**config.mk**
```make
export PLATFORM = sky130hd
export DESIGN_NAME = vlen_fetch_dec
export DESIGN_NICKNAME = d
export VERILOG_FILES = /design/src/rtl/vfd_pkg.sv /design/src/rtl/vfd_classify.sv /design/src/rtl/vfd_seq.sv /design/src/rtl/vfd_hold.sv /design/src/rtl/vlen_fetch_dec.sv
export SDC_FILE = /design/constraint.sdc
export NUM_CORES = 1
export LEC_CHECK = 0
export ABC_AREA = 0
export ABC_CLOCK_PERIOD_IN_PS = 4160
export BUFFER_PORTS_ARGS = -buffer_cell sky130_fd_sc_hd__buf_2
export CAP_MARGIN = 0
export CORE_MARGIN = 3
export CORE_UTILIZATION = 45
export CTS_CLUSTER_DIAMETER = 60
export CTS_CLUSTER_SIZE = 14
export DETAILED_ROUTE_END_ITERATION = 8
export GPL_ROUTABILITY_DRIVEN = 0
export GPL_TIMING_DRIVEN = 0
export PLACE_DENSITY_LB_ADDON = 0.3
export SLEW_MARGIN = 20
export SYNTH_ARGS = -nofsm -noshare
export SYNTH_HDL_FRONTEND = slang
export SYNTH_SLANG_ARGS = --single-unit
```
**constraint.sdc**
```tcl
create_clock -name clk -period 4.16 [get_ports clk]
set_input_delay 0.832 -clock clk [delete_from_list [all_inputs] [get_ports clk]]
set_output_delay 0.832 -clock clk [all_outputs]
set_load 0.005 [all_outputs]
```
**src/rtl/vfd_pkg.sv**
```systemverilog
package vfd_pkg;
  localparam int HALF_W  = 16;
  localparam int WORD_W  = 32;
  localparam int OFF_W   = 10;
  localparam logic [3:0] LAST_COND = 4'd9;

  typedef enum logic [1:0] {
    FORM_REG = 2'd0,
    FORM_IMM = 2'd1,
    FORM_BR  = 2'd2
  } form_e;

  typedef struct packed {
    form_e              form;
    logic [7:0]         op;
    logic [3:0]         ra;
    logic [3:0]         rb;
    logic [7:0]         imm;
    logic [WORD_W-1:0]  boff;
    logic               wide;
    logic               bad;
  } dec_t;

  function automatic logic reg_form_defined(input logic [7:0] op);
    return (op <= 8'h0e) || ((op >= 8'h19) && (op <= 8'h39));
  endfunction

  function automatic logic reg_form_wide(input logic [7:0] op);
    case (op)
      8'h01, 8'h03, 8'h08, 8'h09, 8'h0c, 8'h0d,
      8'h1a, 8'h1b, 8'h1d, 8'h1f, 8'h20, 8'h22,
      8'h24, 8'h30, 8'h36, 8'h37, 8'h38, 8'h39: return 1'b1;
      default: return 1'b0;
    endcase
  endfunction
endpackage

```
**src/rtl/vfd_classify.sv**
```systemverilog
module vfd_classify
  import vfd_pkg::*;
(
  input  logic [HALF_W-1:0] word,
  output dec_t              dec,
  output logic              need_wide
);
  localparam int SEXT_W = WORD_W - OFF_W - 1;

  always_comb begin
    dec = dec_t'('0);
    if (!word[15]) begin
      dec.form = FORM_REG;
      dec.op   = word[15:8];
      dec.ra   = word[7:4];
      dec.rb   = word[3:0];
      dec.bad  = !reg_form_defined(word[15:8]);
      dec.wide = !dec.bad && reg_form_wide(word[15:8]);
    end else if (!word[14]) begin
      dec.form = FORM_IMM;
      dec.op   = {6'b0, word[13:12]};
      dec.ra   = word[11:8];
      dec.imm  = word[7:0];
    end else begin
      dec.form = FORM_BR;
      dec.op   = {4'b0, word[13:10]};
      dec.boff = {{SEXT_W{word[OFF_W-1]}}, word[OFF_W-1:0], 1'b0};
      dec.bad  = (word[13:10] > LAST_COND);
    end
    need_wide = dec.wide;
  end
endmodule

```
**src/rtl/vfd_seq.sv**
```systemverilog
module vfd_seq #(
  parameter int                ADDR_W   = 16,
  parameter logic [ADDR_W-1:0] RESET_PC = '0
) (
  input  logic              clk,
  input  logic              rst,
  input  logic              redir_valid,
  input  logic [ADDR_W-1:0] redir_pc,
  input  logic              out_ready,
  input  logic              need_wide,
  input  logic              held_wide,
  output logic              imem_req,
  output logic [ADDR_W-1:0] imem_addr,
  output logic [ADDR_W-1:0] cur_pc,
  output logic              ld_dec,
  output logic              ld_hi,
  output logic              ld_lo,
  output logic              out_valid
);
  localparam logic [ADDR_W-1:0] STEP_NARROW = ADDR_W'(2);
  localparam logic [ADDR_W-1:0] STEP_WIDE   = ADDR_W'(6);
  localparam logic [ADDR_W-1:0] OFS_HI      = ADDR_W'(2);
  localparam logic [ADDR_W-1:0] OFS_LO      = ADDR_W'(4);

  typedef enum logic [2:0] {S_REQ, S_OP, S_HI, S_LO, S_OUT} st_e;

  st_e               st;
  logic [ADDR_W-1:0] pc;
  logic [ADDR_W-1:0] step;

  assign step      = held_wide ? STEP_WIDE : STEP_NARROW;
  assign cur_pc    = pc;
  assign out_valid = (st == S_OUT);

  always_comb begin
    imem_req  = 1'b0;
    imem_addr = pc;
    ld_dec    = 1'b0;
    ld_hi     = 1'b0;
    ld_lo     = 1'b0;
    if (!redir_valid) begin
      case (st)
        S_REQ: imem_req = 1'b1;
        S_OP: begin
          ld_dec = 1'b1;
          if (need_wide) begin
            imem_req  = 1'b1;
            imem_addr = pc + OFS_HI;
          end
        end
        S_HI: begin
          ld_hi     = 1'b1;
          imem_req  = 1'b1;
          imem_addr = pc + OFS_LO;
        end
        S_LO: ld_lo = 1'b1;
        S_OUT: if (out_ready) begin
          imem_req  = 1'b1;
          imem_addr = pc + step;
        end
        default: ;
      endcase
    end
  end

  always_ff @(posedge clk) begin
    if (rst) begin
      st <= S_REQ;
      pc <= RESET_PC;
    end else if (redir_valid) begin
      st <= S_REQ;
      pc <= redir_pc;
    end else begin
      case (st)
        S_REQ: st <= S_OP;
        S_OP:  st <= need_wide ? S_HI : S_OUT;
        S_HI:  st <= S_LO;
        S_LO:  st <= S_OUT;
        S_OUT: if (out_ready) begin
          st <= S_OP;
          pc <= pc + step;
        end
        default: st <= S_REQ;
      endcase
    end
  end

  assert_gather_order_R5: assert property (@(posedge clk) disable iff (rst)
    (st == S_HI && !redir_valid) |=> (st == S_LO || st == S_REQ));
endmodule

```
**src/rtl/vfd_hold.sv**
```systemverilog
module vfd_hold
  import vfd_pkg::*;
#(
  parameter int ADDR_W = 16
) (
  input  logic              clk,
  input  logic              rst,
  input  logic              ld_dec,
  input  logic              ld_hi,
  input  logic              ld_lo,
  input  dec_t              dec_in,
  input  logic [ADDR_W-1:0] pc_in,
  input  logic [HALF_W-1:0] half,
  output dec_t              dec_q,
  output logic [WORD_W-1:0] ext_q,
  output logic [ADDR_W-1:0] pc_q
);
  always_ff @(posedge clk) begin
    if (rst) begin
      dec_q <= dec_t'('0);
      ext_q <= '0;
      pc_q  <= '0;
    end else begin
      if (ld_dec) begin
        dec_q <= dec_in;
        pc_q  <= pc_in;
        ext_q <= '0;
      end
      if (ld_hi) ext_q[WORD_W-1:HALF_W] <= half;
      if (ld_lo) ext_q[HALF_W-1:0]      <= half;
    end
  end
endmodule

```
**src/rtl/vlen_fetch_dec.sv**
```systemverilog
module vlen_fetch_dec
  import vfd_pkg::*;
#(
  parameter int                ADDR_W   = 16,
  parameter logic [ADDR_W-1:0] RESET_PC = '0
) (
  input  logic              clk,
  input  logic              rst,
  output logic              imem_req,
  output logic [ADDR_W-1:0] imem_addr,
  input  logic [15:0]       imem_rdata,
  input  logic              redir_valid,
  input  logic [ADDR_W-1:0] redir_pc,
  output logic              out_valid,
  input  logic              out_ready,
  output logic [1:0]        out_form,
  output logic [7:0]        out_op,
  output logic [3:0]        out_ra,
  output logic [3:0]        out_rb,
  output logic [7:0]        out_imm,
  output logic [31:0]       out_boff,
  output logic [31:0]       out_ext,
  output logic [ADDR_W-1:0] out_pc,
  output logic [2:0]        out_len,
  output logic              out_illegal
);
  dec_t              dec_now;
  dec_t              dec_q;
  logic              need_wide;
  logic              ld_dec, ld_hi, ld_lo;
  logic [ADDR_W-1:0] cur_pc;

  vfd_classify u_cls (
    .word      (imem_rdata),
    .dec       (dec_now),
    .need_wide (need_wide)
  );

  vfd_seq #(.ADDR_W(ADDR_W), .RESET_PC(RESET_PC)) u_seq (
    .clk         (clk),
    .rst         (rst),
    .redir_valid (redir_valid),
    .redir_pc    (redir_pc),
    .out_ready   (out_ready),
    .need_wide   (need_wide),
    .held_wide   (dec_q.wide),
    .imem_req    (imem_req),
    .imem_addr   (imem_addr),
    .cur_pc      (cur_pc),
    .ld_dec      (ld_dec),
    .ld_hi       (ld_hi),
    .ld_lo       (ld_lo),
    .out_valid   (out_valid)
  );

  vfd_hold #(.ADDR_W(ADDR_W)) u_hold (
    .clk    (clk),
    .rst    (rst),
    .ld_dec (ld_dec),
    .ld_hi  (ld_hi),
    .ld_lo  (ld_lo),
    .dec_in (dec_now),
    .pc_in  (cur_pc),
    .half   (imem_rdata),
    .dec_q  (dec_q),
    .ext_q  (out_ext),
    .pc_q   (out_pc)
  );

  assign out_form    = dec_q.form;
  assign out_op      = dec_q.op;
  assign out_ra      = dec_q.ra;
  assign out_rb      = dec_q.rb;
  assign out_imm     = dec_q.imm;
  assign out_boff    = dec_q.boff;
  assign out_len     = dec_q.wide ? 3'd6 : 3'd2;
  assign out_illegal = dec_q.bad;

  assert_hold_R8: assert property (@(posedge clk) disable iff (rst)
    (out_valid && !out_ready && !redir_valid) |=>
      (out_valid && $stable({out_form, out_op, out_ra, out_rb, out_imm,
                             out_boff, out_ext, out_pc, out_len, out_illegal})));

  assert_len_R5: assert property (@(posedge clk) disable iff (rst)
    out_valid |-> (out_len == 3'd6 || (out_len == 3'd2 && out_ext == '0)));

  assert_illegal_short_R6: assert property (@(posedge clk) disable iff (rst)
    (out_valid && out_illegal) |-> (out_len == 3'd2));

  assert_branch_fields_R4: assert property (@(posedge clk) disable iff (rst)
    (out_valid && out_form == 2'd2) |-> (out_len == 3'd2 && out_ra == 4'd0 && out_rb == 4'd0));

  assert_flush_R9: assert property (@(posedge clk) disable iff (rst)
    redir_valid |=> !out_valid);

  assert_step_R7: assert property (@(posedge clk) disable iff (rst)
    (out_valid && out_ready && !redir_valid) |=> !out_valid);
endmodule

```
==> impl_metrics.yaml <==
run_status:
  outcome: "complete, no violations"
worst_setup_path:
  cp_max_fo: 10
  critPathKind: "input pin to output port"
  worstReg2RegStart: "u_seq.st[1]$_SDFFE_PP0P_"
  max_stage_delay_ns: 0.43
  worst_r2r_endpoint: "u_hold.ext_q[31]$_SDFFE_PP0P_"
  crit_path_end_kind: "output port"
  regToRegSetupSlack_ns: 1.87
  crit_arrival_ns: 2.98
  crit_top_cell: "buf_2"
  path_cells: "buf_2 > clkbuf_1 > nand4_1 > nand4_2 > o22ai_4 > a211oi_4 > a31oi_1 > or3_1 > buf_2"
  startpoint: "imem_rdata[12]"
  crit_path_start_kind: "input pin"
  cp_slowest_cell: "clkbuf_1"
  cp-endpoint: "imem_addr[9]"
  r2r_cells: 6
  worstPathRequired_ns: 3.33
detailed_routing:
  vias_per_cell: 5.622
  wl_met2_um: 8361
  drtAntennaViolNets: 0
  drtIter0Drc: 509
  routedWlPerCell_um: 17.08
  drt-total-wl_um: 18790
  routedLengthMet1_um: 8178
  drc: 0
  num_vias: 6184
  drt_pass1_iterations: 5
  top_layer: "met4"
  met3_length_um: 1711
layout:
  final_common_cell: "buf_2"
  finalNetCount: 966
  nFillCells: 1203
  mostFrequentLayoutCells: "171 x buf_2, 128 x nand2_1, 105 x a21oi_1"
  syn2layout_area_growth_pct: 23.16
  drive_gt1_share_pct: 24.60
flow_run:
  max_cap_viol_count: 0
synth:
  synth_compound_area_share_pct: 21.45
  yosys.area.top_type: "dfxtp_1"
  synth_top_area_share_pct: 36.88
  yosysUniqueCellTypes: 69
  synthesis.area_um2: 5645
  synth_cells: 754
  async_reset_ff_share_pct: 0
  ys_ff_latch: 104
  synth_top_family_by_area: "simple AND/OR/NAND/NOR gates"
  netlist_top_cells_area: "dfxtp_1 37%, a21oi_1 9.3%, nand2_1 8.5%, nand3_1 6.0%, buf_4 3.6%"
  synth_xor_area_share_pct: 3.568
  synthMuxAreaShare_pct: 1.950
  synth_edf_count: 0
  synth_seq_area_share_pct: 36.88
  ys.flop_type: "dfxtp_1"
  synth_area_per_cell_um2: 7.487
  yosys.area_share.simple_pct: 26.22
  synthAdderAreaFrac_pct: 1.020
  yosysWarnings: 0
placement:
  dp_slack_ns: 0.4497
  hpwlAfterDp_um: 13720
  io_buffers: 159
global_routing:
  grt_max_degree: 24
  grt_usage_pct: 26.50
  grt_pass1_vias: 5626
  antenna_found_initial: 1
  grt_pass1_wl_um: 30040
  grt-ovfl-total: 0
timing:
  setup_viol: 0
  hold_viol: 0
  min_period_ns: 3.809
  slew_viol_final: 0
  hold_slack_ns: 0.4504
  worst_slew_pin_slew_ns: 0.7207
  grt_setup_unrepaired: "no"
  fin_setup_tns_ns: 0
  max_freq_ghz: 0.2625
  relSlewSlack_pct: 51.96
  worst_slack_ns: 0.3510
  finalCritPeriodShare_pct: 91.56
  fin_skew_ns: 0.006443
clock_network:
  insertion_delay_ns: 0.36
  cts_root_buf: "clkbuf_16"
  cts.path.max_buffers: 2
  postCtsHoldBufs: 0
  cts_tree: "done"
  htreeDepth: 3
  post_cts_buffers: 0
  cts_resized: 0
  cts.sink_count: 104
  path_clk_slew_ns: 0.08
  cts_buffers: 9
floorplan:
  die_y_um: 118.0
  die_w_um: 118.0
  die_area_um2: 13930
  start_util_pct: 46.42
  ioPinCount: 164
  rows: 40
  core_um2: 12160
power_and_ir_drop:
  power.internal_mw: 1.541
  p_sw_mw: 0.6290
  combPwrFrac_pct: 13.4
  leakagePower_nw: 2.874
  p_sw_share_pct: 28.99
  ir_drop_uv: 188.6
  seq_power_share_pct: 47.6
  clkPwrFrac_pct: 39.1
  powerDensity_nw_per_um2: 312.0
worst_hold_path:
  min_path_type: "flip-flop to flip-flop"
==> per-layer routing <==
| metal | global-route usage, % | vias to the layer above |
|---|---|---|
| met5 | 0 | - |
| met4 | 9.670 | 0 |
| met3 | 6.247 | 44 |
| met2 | 40.64 | 288 |
| met1 | 36.37 | 2897 |
| li1 | - | 2955 |
==> Yosys cell counts, drive strengths merged, types with 2 or more instances <==
cell type,count
o2bb2ai,3
a21oi,106
o22ai,3
ha,3
a31oi,4
xnor2,16
nand2b,4
a211o,3
nor3b,4
o221a,2
and3,7
nor4,5
a21o,3
clkbuf,50
and4,2
a221oi,6
nor2,53
or3b,2
o211ai,6
inv,7
nand2,128
nand3,68
nand4,9
o21ai,25
conb,2
or2,2
nor2b,7
xor2,7
a2bb2oi,4
a211oi,11
mux2i,11
a2111oi,3
buf,44
o21a,2
o221ai,2
dfxtp,104
and2,2
or3,6
nor3,12
==> cells by family after synthesis <==
kind of cell               Yosys count
and+or+nand+nor                    317
AOI/OAI and AO/OA                  192
DFF                                104
buffers and inverters              101
xor gates and xnor gates            23
muxes                               11
adders and majority gates            4
other                                2
==> how the worst min path moves through the flow <==
stage	slack (ns)	cells after the start	startpoint	endpoint
3_5_place_dp	0.44	2	u_hold.ext_q[9]$_SDFFE_PP0P_	u_hold.ext_q[9]$_SDFFE_PP0P_
3_3_place_gp	0.43	2	u_hold.dec_q[10]$_SDFFE_PP0P_	u_hold.dec_q[10]$_SDFFE_PP0P_
4_1_cts	0.45	2	u_hold.ext_q[9]$_SDFFE_PP0P_	u_hold.ext_q[9]$_SDFFE_PP0P_
6_report	0.45	2	u_hold.ext_q[3]$_SDFFE_PP0P_	u_hold.ext_q[3]$_SDFFE_PP0P_
5_1_grt	0.47	2	u_hold.dec_q[36]$_SDFFE_PP0P_	u_hold.dec_q[36]$_SDFFE_PP0P_
2_1_floorplan	0.44	2	u_seq.cur_pc[0]$_SDFFE_PP0P_	u_hold.pc_q[0]$_SDFFE_PP0P_
==> final cells by class <==
class / count / area, um2 / area share, %
Multi-Input combinational cell: 551 / 3075 / 44.23
Inverter: 7 / 26.28 / 0.3779
Buffer: 94 / 469.2 / 6.748
Sequential cell: 104 / 2082 / 29.94
Timing Repair Buffer: 159 / 795.8 / 11.45
Antenna cell: 1 / 2.502 / 0.03599
Clock buffer: 10 / 229.0 / 3.293
Clock inverter: 6 / 62.56 / 0.8998
Tap cell: 168 / 210.2 / 3.023
==> state kept, by name, summed over array words and instances, names as in the netlist <==
name,count
u_seq.st,3
u_hold.pc_q,16
u_seq.cur_pc,16
u_hold.ext_q,32
u_hold.dec_q,37
==> power by group through the flow <==
stage | sequential (mW) | combinational (mW) | clock (mW)
finish | 1.03 | 0.290 | 0.847
global route | 1.03 | 0.318 | 0.891
CTS | 1.03 | 0.286 | 0.852
detailed placement | 1.05 | 0.285 | 0
global placement | 1.05 | 0.282 | 0
floorplan | 1.05 | 0.174 | 0
==> critical path, delay by kind of cell <==
kind,cells,cell delay [ns]
buffers and inverters,3,0.74
AOI/OAI and AO/OA,3,0.66
and+or+nand+nor,3,0.73
==> stage by stage <==
step / util [%] / cells / total power, mW / instance area [um2]
final: 57.17 / 1100 / 2.170 / 6953
after global routing: 57.17 / 1100 / 2.243 / 6953
after CTS: 57.15 / 1099 / 2.169 / 6950
after detailed placement: 54.75 / 1083 / 1.339 / 6659
after global placement: 54.75 / 1083 / 1.337 / 6659
after floorplan: - / 756 / 1.225 / 5653
(Power assumes the default switching activity.)
